$ cat config.mk
export PLATFORM = sky130hd
export DESIGN_NAME = pt_walker
export DESIGN_NICKNAME = d
export VERILOG_FILES = /design/src/rtl/ptw_pkg.sv /design/src/rtl/ptw_index_sel.sv /design/src/rtl/ptw_addr_gen.sv /design/src/rtl/ptw_leaf_upd.sv /design/src/rtl/pt_walker.sv
export SDC_FILE = /design/constraint.sdc
export NUM_CORES = 1
export LEC_CHECK = 0
export CORE_AREA = 5 5 134 136
export DETAILED_ROUTE_END_ITERATION = 10
export DIE_AREA = 0 0 139 141
export PLACE_DENSITY = 0.62
export SYNTH_ARGS = -nofsm -noshare
export SYNTH_HDL_FRONTEND = slang
export SYNTH_SLANG_ARGS = --single-unit
$ cat constraint.sdc
create_clock -name clk -period 5.1 [get_ports clk]
set_clock_uncertainty 0.15 [all_clocks]
set_input_delay 0.765 -clock clk [delete_from_list [all_inputs] [get_ports clk]]
set_output_delay 0.765 -clock clk [all_outputs]
set_load 0.1 [all_outputs]
$ cat src/rtl/ptw_pkg.sv
package ptw_pkg;
  localparam int ENT_W     = 32;
  localparam int V_BIT     = 0;
  localparam int REF_BIT   = 1;
  localparam int DIRTY_BIT = 2;
  localparam int PPN_LSB   = 12;

  typedef enum logic [2:0] {
    S_IDLE,
    S_ISSUE,
    S_WAIT,
    S_WBACK,
    S_DONE
  } walk_st_t;
endpackage

$ cat src/rtl/ptw_index_sel.sv
module ptw_index_sel #(
  parameter int LEVELS = 3,
  parameter int IDX_W  = 4,
  parameter int LVL_W  = 2
) (
  input  logic [LEVELS*IDX_W-1:0] vpn,
  input  logic [LVL_W-1:0]        lvl,
  output logic [IDX_W-1:0]        idx
);
  logic [IDX_W-1:0] fld [LEVELS];

  // level 0 takes the most significant field
  for (genvar g = 0; g < LEVELS; g++) begin : g_fld
    assign fld[g] = vpn[(LEVELS-g)*IDX_W-1 -: IDX_W];
  end

  always_comb begin
    idx = fld[0];
    for (int k = 1; k < LEVELS; k++) begin
      if (lvl == LVL_W'(k)) idx = fld[k];
    end
  end
endmodule

$ cat src/rtl/ptw_addr_gen.sv
module ptw_addr_gen #(
  parameter int PPN_W  = 20,
  parameter int OFF_W  = 12,
  parameter int WORD_W = 4,
  localparam int PA_W  = PPN_W + OFF_W
) (
  input  logic [PPN_W-1:0]  base_ppn,
  input  logic [WORD_W-1:0] word_idx,
  output logic [PA_W-1:0]   addr
);
  // entries are four bytes wide
  assign addr = {base_ppn, {OFF_W{1'b0}}} + PA_W'({word_idx, 2'b00});
endmodule

$ cat src/rtl/ptw_leaf_upd.sv
module ptw_leaf_upd
  import ptw_pkg::*;
#(
  parameter int PPN_W = 20
) (
  input  logic [ENT_W-1:0] entry,
  input  logic             is_write,
  output logic [ENT_W-1:0] upd,
  output logic [PPN_W-1:0] ppn
);
  always_comb begin
    upd            = entry;
    upd[REF_BIT]   = 1'b1;
    upd[DIRTY_BIT] = entry[DIRTY_BIT] | is_write;
  end
  assign ppn = entry[PPN_LSB +: PPN_W];
endmodule

$ cat src/rtl/pt_walker.sv
module pt_walker
  import ptw_pkg::*;
#(
  parameter int LEVELS = 3,
  parameter int IDX_W  = 4,
  parameter int PPN_W  = 20,
  parameter int OFF_W  = 12,
  localparam int VPN_W = LEVELS * IDX_W,
  localparam int PA_W  = PPN_W + OFF_W,
  localparam int LVL_W = (LEVELS > 1) ? $clog2(LEVELS) : 1
) (
  input  logic             clk,
  input  logic             rst,
  input  logic             walk_valid,
  output logic             walk_ready,
  input  logic [VPN_W-1:0] walk_vpn,
  input  logic             walk_write,
  input  logic             walk_bottom_up,
  input  logic [PPN_W-1:0] root_ppn,
  input  logic [PPN_W-1:0] leaf_base_ppn,
  output logic             res_valid,
  output logic             res_fault,
  output logic [PPN_W-1:0] res_ppn,
  output logic             req_valid,
  input  logic             req_ready,
  output logic [PA_W-1:0]  req_addr,
  output logic             req_write,
  output logic [ENT_W-1:0] req_wdata,
  input  logic             resp_valid,
  input  logic [ENT_W-1:0] resp_data
);
  walk_st_t         st;
  logic [LVL_W-1:0] lvl_q;
  logic             probe_q;
  logic             wr_q;
  logic [VPN_W-1:0] vpn_q;
  logic [PPN_W-1:0] root_q;
  logic [PA_W-1:0]  addr_q;
  logic [ENT_W-1:0] wdata_q;
  logic             res_valid_q;
  logic             res_fault_q;
  logic [PPN_W-1:0] res_ppn_q;

  // next table step selection
  logic [PPN_W-1:0] nb_base;
  logic [VPN_W-1:0] nb_vpn;
  logic [LVL_W-1:0] nb_lvl;
  logic [IDX_W-1:0] nb_idx;
  logic [PA_W-1:0]  tbl_addr;
  logic [PA_W-1:0]  lin_addr;
  logic [ENT_W-1:0] leaf_upd;
  logic [PPN_W-1:0] leaf_ppn;
  logic             is_leaf;
  logic             ent_ok;

  always_comb begin
    nb_base = root_ppn;
    nb_vpn  = walk_vpn;
    nb_lvl  = '0;
    if (st == S_WAIT) begin
      nb_vpn = vpn_q;
      if (probe_q) begin
        nb_base = root_q;
        nb_lvl  = '0;
      end else begin
        nb_base = resp_data[PPN_LSB +: PPN_W];
        nb_lvl  = LVL_W'(lvl_q + 1'b1);
      end
    end
  end

  ptw_index_sel #(.LEVELS(LEVELS), .IDX_W(IDX_W), .LVL_W(LVL_W)) u_isel (
    .vpn(nb_vpn), .lvl(nb_lvl), .idx(nb_idx)
  );

  ptw_addr_gen #(.PPN_W(PPN_W), .OFF_W(OFF_W), .WORD_W(IDX_W)) u_tbl_addr (
    .base_ppn(nb_base), .word_idx(nb_idx), .addr(tbl_addr)
  );

  ptw_addr_gen #(.PPN_W(PPN_W), .OFF_W(OFF_W), .WORD_W(VPN_W)) u_lin_addr (
    .base_ppn(leaf_base_ppn), .word_idx(walk_vpn), .addr(lin_addr)
  );

  ptw_leaf_upd #(.PPN_W(PPN_W)) u_upd (
    .entry(resp_data), .is_write(wr_q), .upd(leaf_upd), .ppn(leaf_ppn)
  );

  assign is_leaf = probe_q || (lvl_q == LVL_W'(LEVELS - 1));
  assign ent_ok  = resp_data[V_BIT];

  always_ff @(posedge clk) begin
    if (rst) begin
      st          <= S_IDLE;
      lvl_q       <= '0;
      probe_q     <= 1'b0;
      wr_q        <= 1'b0;
      vpn_q       <= '0;
      root_q      <= '0;
      addr_q      <= '0;
      wdata_q     <= '0;
      res_valid_q <= 1'b0;
      res_fault_q <= 1'b0;
      res_ppn_q   <= '0;
    end else begin
      res_valid_q <= 1'b0;
      case (st)
        S_IDLE: if (walk_valid) begin
          vpn_q   <= walk_vpn;
          wr_q    <= walk_write;
          root_q  <= root_ppn;
          lvl_q   <= '0;
          probe_q <= walk_bottom_up;
          addr_q  <= walk_bottom_up ? lin_addr : tbl_addr;
          st      <= S_ISSUE;
        end
        S_ISSUE: if (req_ready) st <= S_WAIT;
        S_WAIT: if (resp_valid) begin
          if (ent_ok && is_leaf) begin
            wdata_q     <= leaf_upd;
            res_ppn_q   <= leaf_ppn;
            res_fault_q <= 1'b0;
            st          <= S_WBACK;
          end else if (ent_ok || probe_q) begin
            // descend one level, or restart from the root after a failed probe
            probe_q <= 1'b0;
            lvl_q   <= nb_lvl;
            addr_q  <= tbl_addr;
            st      <= S_ISSUE;
          end else begin
            res_fault_q <= 1'b1;
            res_ppn_q   <= '0;
            res_valid_q <= 1'b1;
            st          <= S_DONE;
          end
        end
        S_WBACK: if (req_ready) begin
          res_valid_q <= 1'b1;
          st          <= S_DONE;
        end
        default: st <= S_IDLE;
      endcase
    end
  end

  assign walk_ready = (st == S_IDLE);
  assign req_valid  = (st == S_ISSUE) || (st == S_WBACK);
  assign req_write  = (st == S_WBACK);
  assign req_addr   = addr_q;
  assign req_wdata  = wdata_q;
  assign res_valid  = res_valid_q;
  assign res_fault  = res_fault_q;
  assign res_ppn    = res_ppn_q;

  // a stalled memory request keeps its contents
  assert_req_hold_R9: assert property (@(posedge clk) disable iff (rst)
    (req_valid && !req_ready) |=> (req_valid && $stable(req_addr)
                                   && $stable(req_write) && $stable(req_wdata)));

  // result lasts one cycle
  assert_res_pulse_R10: assert property (@(posedge clk) disable iff (rst)
    res_valid |=> !res_valid);

  // no new walk taken while one is running
  assert_busy_R10: assert property (@(posedge clk) disable iff (rst)
    (walk_valid && walk_ready) |=> !walk_ready);

  // every write-back marks the entry resident and referenced
  assert_wb_ref_R5: assert property (@(posedge clk) disable iff (rst)
    (req_valid && req_write) |-> (req_wdata[REF_BIT] && req_wdata[V_BIT]));

  // a store walk writes the modified flag
  assert_wb_dirty_R6: assert property (@(posedge clk) disable iff (rst)
    (req_valid && req_write && wr_q) |-> req_wdata[DIRTY_BIT]);

  // a fault result never follows a write-back
  assert_fault_nowb_R3: assert property (@(posedge clk) disable iff (rst)
    (req_valid && req_write) |=> !(res_valid && res_fault));
endmodule

* Word-level counts from Yosys, hierarchy flattened
Index checks and enable logic that the tools add are counted.
W data, S select, Z words.
** Word-level totals
- Register bits :: 125
- Input port bits :: 91
- Output and inout port bits :: 89
- Logic and storage cells :: 78
** Cells by class
- Add/subtract/negate cells :: 3
- Equal/unequal tests :: 13
- Mux-type cells :: 39
- Bitwise gates (word level) :: 1
- Reduce and logical (&&, ||, !) cells :: 11
** Operators with widths (count)
- $mux W32 :: 5
- $mux W20 :: 4
- $pmux W32 S2 :: 1
- $add A32 B14 Y32 :: 1
- $add A32 B6 Y32 :: 1
- $mux W3 :: 6
- $mux W12 :: 1
- $mux W2 :: 6
- $ne A2 B2 Y1 const B :: 6
- $pmux W3 S4 :: 1
- $mux W1 :: 10
- $mux W4 :: 2
- $eq A3 B2 Y1 const B :: 2
- $reduce_and A3 Y1 :: 2
- $reduce_and A5 Y1 :: 1
- $eq A2 B2 Y1 const B :: 2
- $pmux W1 S2 :: 2
- $pmux W2 S2 :: 1
- $reduce_and A4 Y1 :: 1
- $eq A3 B1 Y1 const B :: 1
- $logic_not A3 Y1 :: 1
- $logic_or A1 B1 Y1 :: 3
- $add A2 B1 Y2 const B :: 1
- $eq A2 B1 Y1 const B :: 1
- 5 further kinds :: 5

* Longest topological paths before layout
Gate-level depths: netlist of the first run.
- Depth in word-level cells :: 11
- Depth in mapped cells :: 9
- Gate-level depth less buffers :: 8

* Cells and area by module
From an unflattened synthesis of the first run, not the netlist that was laid out.
** Unflattened totals
- Cells, all modules :: 857
- Area, all modules :: 6650.1 um2
** By module, submodules not included
- pt_walker :: instances 1, cells each 691, area each 5378.9 um2, sequential area each 2502.4 um2
- ptw_addr_gen (u_lin_addr) :: instances 1, cells each 66, area each 499.2 um2, sequential area each 0.0 um2
- ptw_leaf_upd :: instances 1, cells each 53, area each 392.9 um2, sequential area each 0.0 um2
- ptw_addr_gen (u_tbl_addr) :: instances 1, cells each 33, area each 244.0 um2, sequential area each 0.0 um2
- ptw_index_sel :: instances 1, cells each 14, area each 135.1 um2, sequential area each 0.0 um2

* Worst setup path before layout of the first run
No wires, ideal clock.
- Path type :: reg2out
- From :: register st[1]
- To :: output req_write
- Arrival time :: 2.735 ns
- Required time :: 4.185 ns
- Path slack :: 1.450 ns
- Stages on the path, launching flop included :: 4
- Buffers on the path :: 1
- Cells stage by stage :: dfxtp_1 -> buf_4 -> inv_1 -> nor3b_1
** Between the ends
- Longest elaborated chain between the ends :: 1
** Ends and longest elaborated chain
- start, declared :: line pt_walker.sv:32 : walk_st_t st;
- start signal, assigned :: line pt_walker.sv:93 : st <= S_IDLE;
- start signal, assigned :: line pt_walker.sv:114 : st <= S_ISSUE;
- start signal, assigned :: line pt_walker.sv:116 : S_ISSUE: if (req_ready) st <= S_WAIT;
- $eq A3 B2 Y1 :: line pt_walker.sv:147 : assign req_write = (st == S_WBACK);
- end, declared :: line pt_walker.sv:27 : output logic req_write,
No other way between the ends.

* Worst setup path after layout of the first run
Same ends and word-level chain as after synthesis.

==> key figures, run 1 <==
Status
  • Status: finished clean

Synthesis
  • Ys Warns: 0
  • Seq/Total Area, Yosys: 43.35%
  • Mapped Cells: 704
  • Flops & latches, synth: 123
  • Cell area after synthesis: 5680 um^2
  • Syn_area_per_cell: 8.069 um^2
  • Number of synthesized flops with an enable pin: 0
  • Async SR Flop Fraction: 0%
  • Top FF cell, synth: dfxtp_1
  • Synth cell types: 58

Worst setup path
  • CP Data Required Time: 4.18 ns
  • R2R Path End: req_addr[16]
  • Worst r2r src: probe_q
  • Crit path capture type: primary output
  • CP delay by family, top: buffers and inverters
  • Crit path kind: reg -> out
  • CP max-delay cell: clkdlybuf4s50_1
  • Worst stage delay on the critical path: 1.16 ns
  • Startpoint types: register
  • Worst-path fanout max: 11
  • CP Cell Sequence: inv_1, nor3b_1, clkdlybuf4s50_1
  • Worst Path Arrival: 2.50 ns
  • WP buf/inv: 2
  • Worst reg2reg setup slack: 1.95 ns
  • FF-to-FF path depth: 5

Layout
  • Non-Filler Instances: 1,089
  • Most frequent cells in the layout: clkdlybuf4s50_1, nand2_1, dfxtp_1
  • Synth-to-Final Area Change: 42.31%
  • FILL cells: 1,675
  • Antenna cells: 0
  • Register area: 2464 um^2
  • Commonest non-fill, non-tap cell in the layout: clkdlybuf4s50_1
  • Final cell utilization of the core: 48.07%
  • Area of the multi-input gates: 2909 um^2
  • Nets: 947
  • Share of layout cells above drive strength 1: 7.060%

Global route
  • Largest net degree at the start of global routing: 66
  • Top Usage Layer GRT: met2
  • M1 GR Usage: 25.48%
  • First-pass GRT wire length: 29,030 um
  • Overflow after GRT: 0
  • Total track usage: 18.72%
  • GRT met2 Usage: 28.64%
  • Vias in the first global route: 5,169
  • Initial antenna violation count: 1
  • GR Util met3: 5.902%

Floorplanning
  • I/O pins: 180
  • Die height: 141 um
  • Die span in x: 139 um
  • Core box area: 16,820 um^2
  • Initial core utilization: 33.78%
  • Rows: 48
  • Die ar.: 19,600 um^2

Detailed routing
  • Total Routed Length: 18,310 um
  • Routed len/inst: 16.82 um
  • DRC viols: 0
  • Drt initial violations: 363
  • Via Count: 5,416
  • Antenna viol nets, final: 0
  • 1st-pass router iterations: 4
  • Vias/cell: 4.973

Clocking
  • CTS tree: yes
  • CTS Buf Count: 17
  • Hold buffer count at cts: 0
  • CTS resizes: 0
  • Clk_lat worst skew: 0.42 ns
  • Setup Buffers After CTS: 0
  • H-tree levels: 4
  • Root Driver: clkbuf_16
  • Deepest clock path buffer count: 2
  • CTS sink count: 123
  • CTS clock-pin slew for the worst setup and hold paths: 0.06 ns

Power
  • Maximum vdd ir drop: 0.2447 mV
  • Static leakage: 2.761 nW
  • Cell Pwr Density: 346.9 nW/um^2

Min path
  • Worst min path class: reg -> reg
  • Hold depth: 2
  • Min-delay src: req_addr[8]
  • Hold Path Sink: req_addr[8]

Timing
  • Slew Limit Fails: 0
  • Setup Viol. Count Final: 0
  • Final Cycle Share: 66.99%
  • Min Clock Period, post-route: 3.417 ns
  • Fmax: 292.7 MHz
  • Least-Margin Pin Slew: 1.043 ns
  • Setup TNS: 0 ns
  • Final Hold Viols: 0
  • Slew headroom: 30.23%
  • RSZ-0062 raised after global routing: false

Placement
  • Cell Count Post-Placement: 1,058
  • GP Congestion: 0.8099
  • HPWL Detailed: 12,660 um
  • Port bufs: 176

Run
  • Total of max-cap violations: 0
==> kinds of logic after synthesis <==
kind of cell	synth area share (%)
AOI/OAI and AO/OA	20.44
xor gates and xnor gates	2.004
adders and majority gates	1.013
buffers and inverters	5.705
DFF	43.35
muxes	4.251
other	0.06602
and+or+nand+nor	23.17
==> metal layers <==
layer / vias to the layer above / wire (um)
li1: 2726 / -
met1: 2473 / 8518
met2: 191 / 8065
met3: 24 / 1422
met4: 2 / 298
met5: - / 7
==> state kept, by name, indices dropped and copies added (netlist names) <==
name       flops
res_fault      1
probe_q        1
res_ppn       20
wr_q           1
vpn_q         12
st             3
res_valid      1
root_q        20
lvl_q          2
req_wdata     32
req_addr      30
==> area by class of cell <==
| type | count | area share [%] |
|---|---|---|
| Clock buffer | 20 | 5.525 |
| Clock inverter | 11 | 1.517 |
| Inverter | 7 | 0.3250 |
| Multi-Input combinational cell | 517 | 35.99 |
| Sequential cell | 123 | 30.48 |
| Tap cell | 225 | 3.482 |
| Timing Repair Buffer | 186 | 22.69 |
==> worst reg2reg max path, cell delays in order, from the launching register on <==
cell	delay, ns
dfxtp_2	0.97
nand2b_1	0.24
a311o_2	0.79
nor2_8	0.59
o211ai_1	0.20
a21oi_1	0.16
==> worst max-delay path by stage <==
stage	start	endpoint	slack, ns	cells after the start
2_1_floorplan	st[1]	req_write	1.45	3
3_3_place_gp	resp_data[0]	req_addr[16]	1.48	6
3_5_place_dp	resp_data[0]	req_addr[16]	1.46	6
4_1_cts	st[1]	req_write	1.67	3
5_1_grt	st[1]	req_write	1.50	3
6_report	st[1]	req_write	1.68	3
==> cell usage after synthesis (all sizes together), types with 8 or more instances <==
cell type / instances / share of area, %
buf: 26 / 3.1
dfxtp: 123 / 43
a21oi: 112 / 9.9
nand2: 172 / 11
mux2i: 23 / 4.1
nor2: 45 / 3.4
nor3: 16 / 1.5
a211oi: 8 / 1.2
xnor2: 8 / 1.2
nand3: 20 / 1.8
o211ai: 8 / 1.1
clkbuf: 32 / 2.1
o21ai: 15 / 1.3
==> power breakdown <==
part	total (W)	internal, W	switching (W)
clock	0.00117	0.000727	0.000447
combinational	0.000583	0.000191	0.000393
sequential	0.00105	0.00101	0.0000378
==> metrics by stage <==
step | power, W | instance area [um^2] | worst slack, ns | hold slack [ns]
global placement | 0.001651 | 7515 | 1.476 | 0.2890
finish | 0.002804 | 8084 | 1.683 | 0.2990
CTS | 0.002834 | 8084 | 1.666 | 0.3018
global route | 0.002922 | 8084 | 1.503 | 0.3164
detailed placement | 0.001653 | 7515 | 1.460 | 0.2938
floorplan | 0.001457 | 5684 | 1.450 | 0.2860
Note: power is estimated with default switching activity, not from simulation.
==> run 2: changes to the inputs <==
Clock period 5.1 ns to 3.22 ns, I/O delays scaled along.
==> run 2 against run 1 <==
Register-to-register slack worse by 1.5 ns; sequential share of layout area up 0.51 points; critical path depth rose by 5; total power up 55%; clock power up 51%; global-route usage is 0.29 points lower; die area unchanged; setup slack worse by 1.2 ns; non-clock buffer count grew 12; via count decreased by 0.28%.
==> key figures, run 2 (synthesis results as in run 1) <==
Global route
  • Initial antenna violation count: 0 (-1)
  • Overflow after GRT: 0 (unchanged)
  • Largest net degree at the start of global routing: 54 (-18%)
  • Total track usage: 18.43% (-0.29 points)
  • M1 GR Usage: 25.12% (-0.36 points)
  • Top Usage Layer GRT: met2
  • Vias in the first global route: 5,259 (+1.7%)
  • First-pass GRT wire length: 28,770 um (-0.88%)
  • GR Util met3: 5.767% (-0.14 points)
  • GRT met2 Usage: 28.61% (about the same)

Clocking
  • Deepest clock path buffer count: 2 (unchanged)
  • CTS resizes: 0 (unchanged)
  • CTS Buf Count: 17 (unchanged)
  • Setup Buffers After CTS: 0 (unchanged)
  • Root Driver: clkbuf_16
  • CTS clock-pin slew for the worst setup and hold paths: 0.06 ns (about the same)
  • H-tree levels: 4 (unchanged)
  • CTS tree: yes
  • Clk_lat worst skew: 0.42 ns (about the same)
  • Hold buffer count at cts: 0 (unchanged)
  • CTS sink count: 123 (unchanged)

Layout
  • Max reg flops: 32 (unchanged)
  • Commonest non-fill, non-tap cell in the layout: nand2_1
  • Share of layout cells above drive strength 1: 18.47% (+11 points)
  • Most frequent cells in the layout: nand2_1, dfxtp_1, a21oi_1
  • Final cell utilization of the core: 47.28% (-0.79 points)
  • Cell area after layout: 7951 um^2 (-1.6%)
  • Antenna cells: 0 (unchanged)
  • Nets: 959 (+1.3%)
  • Synth-to-Final Area Change: 39.98%

Timing
  • Slew headroom: 31.52% (+1.3 points)
  • RSZ-0062 raised after global routing: false
  • Min Clock Period, post-route: 2.756 ns
  • Least-Margin Pin Slew: 1.027 ns (-0.01605 ns)
  • Setup TNS: 0 ns (unchanged)
  • Fmax: 362.8 MHz
  • Final Hold Viols: 0 (unchanged)
  • Setup Viol. Count Final: 0 (unchanged)
  • Slew Limit Fails: 0 (unchanged)
  • Final Cycle Share: 85.60%

Worst setup path
  • CP max-delay cell: a311o_2
  • WP buf/inv: 2 (unchanged)
  • Crit path capture type: register
  • R2R Path End: req_addr[21]
  • FF-to-FF path depth: 8 (+3)
  • Worst-path fanout max: 28 (+17)
  • CP delay by family, top: compound AO/OA/AOI/OAI gates
  • Worst r2r src: lvl_q[0]
  • Worst Path Arrival: 2.95 ns (+0.45 ns)
  • Startpoint types: register
  • Worst reg2reg setup slack: 0.46 ns (-1.49 ns)
  • CP Cell Sequence: inv_1, ha_1, or3b_4, a311o_2, buf_4, a211oi_2, o21ai_1, a21oi_2
  • CP Data Required Time: 3.41 ns (-0.77 ns)
  • Worst stage delay on the critical path: 0.51 ns (-0.65 ns)
  • Crit path kind: reg -> reg

Detailed routing
  • DRC viols: 0 (unchanged)
  • Total Routed Length: 18,220 um (-0.50%)
  • Drt initial violations: 326 (-10%)
  • Routed len/inst: 16.53 um (-1.7%)
  • Antenna viol nets, final: 0 (unchanged)
  • 1st-pass router iterations: 4 (unchanged)
  • Via Count: 5,401 (-0.28%)
  • Vias/cell: 4.901 (-1.5%)

Min path
  • Min-delay src: root_q[15]
  • Worst min path class: reg -> reg
  • Hold depth: 2 (unchanged)
  • Hold Path Sink: root_q[15]

Floorplanning
  • Die span in x: 139 um (unchanged)
  • Die height: 141 um (unchanged)
  • Core box area: 16,820 um^2 (unchanged)
  • I/O pins: 180 (unchanged)
  • Die ar.: 19,600 um^2 (unchanged)
  • Rows: 48 (unchanged)
  • Initial core utilization: 33.78% (unchanged)

Placement
  • Port bufs: 176 (unchanged)
  • Cell Area, Placed: 7405 um^2 (-1.5%)
  • HPWL Detailed: 13,220 um (+4.4%)
  • GP Congestion: 0.8482 (+4.7%)

Power
  • Static leakage: 2.992 nW (+8.3%)
  • Cell Pwr Density: 548.1 nW/um^2 (+58%)
  • Maximum vdd ir drop: 0.4057 mV (+66%)

Run
  • Total of max-cap violations: 0 (unchanged)

Status
  • Status: finished clean
run 2: changes by cell type in the layout (fill, tap and decap cells not counted), sizes merged:
cell,previous run,this run
clkinvlp,4,3
bufinv,2,1
clkdlybuf4s50,175,88
clkinv,5,8
buf,11,110
run 2: worst max path at each step:
stage                       startpoint           end  slack, ns  depth (start not counted)
after detailed placement  resp_data[0]  req_addr[21]       0.26                          7
after floorplan                  st[2]    walk_ready       0.56                          3
after global routing          lvl_q[0]          wr_q       0.27                          8
final                         lvl_q[0]  req_addr[21]       0.46                          8
after global placement    walk_vpn[10]  req_addr[30]       0.29                         10
after CTS                     lvl_q[0]  req_addr[21]       0.48                          8
run 2: report_power, final:
part           switching, W  internal [W]  total, W
Clock              0.000694       0.00107   0.00177
Sequential        0.0000487       0.00160   0.00165
Combinational      0.000638      0.000306  0.000944
run 2: stage by stage:
stage / hold WS, ns / setup WS (ns) / cells / power [W]
2_1_floorplan: 0.2860 / 0.5561 / 705 / 0.002309
3_3_place_gp: 0.2917 / 0.2897 / 1070 / 0.002625
3_5_place_dp: 0.2935 / 0.2636 / 1070 / 0.002627
4_1_cts: 0.3039 / 0.4785 / 1102 / 0.004404
5_1_grt: 0.3200 / 0.2722 / 1102 / 0.004541
6_report: 0.3024 / 0.4637 / 1102 / 0.004358
run 2: layer usage:
metal / part of all wire, % / vias to the layer above
li1: - / 2761
met1: 47 / 2463
met2: 45 / 161
met3: 6.7 / 16
met4: 0.94 / 0
met5: 0 / -
run 2: cell type report:
cell class,instances,area [um^2]
sequential,123,2464
clock buffer,20,446.7
tap,225,281.5
clock inverter,12,100.1
inverter,7,26.28
timing repair buffer,198,1719
fill,1716,8865
multi-input combinational,517,2914
run 2: worst register-to-register path: stages (launching register included):
cell and delay (ns):
dfxtp_1 0.45, inv_1 0.15, ha_1 0.24, or3b_4 0.39
a311o_2 0.51, buf_4 0.31, a211oi_2 0.22, o21ai_1 0.11
a21oi_2 0.14
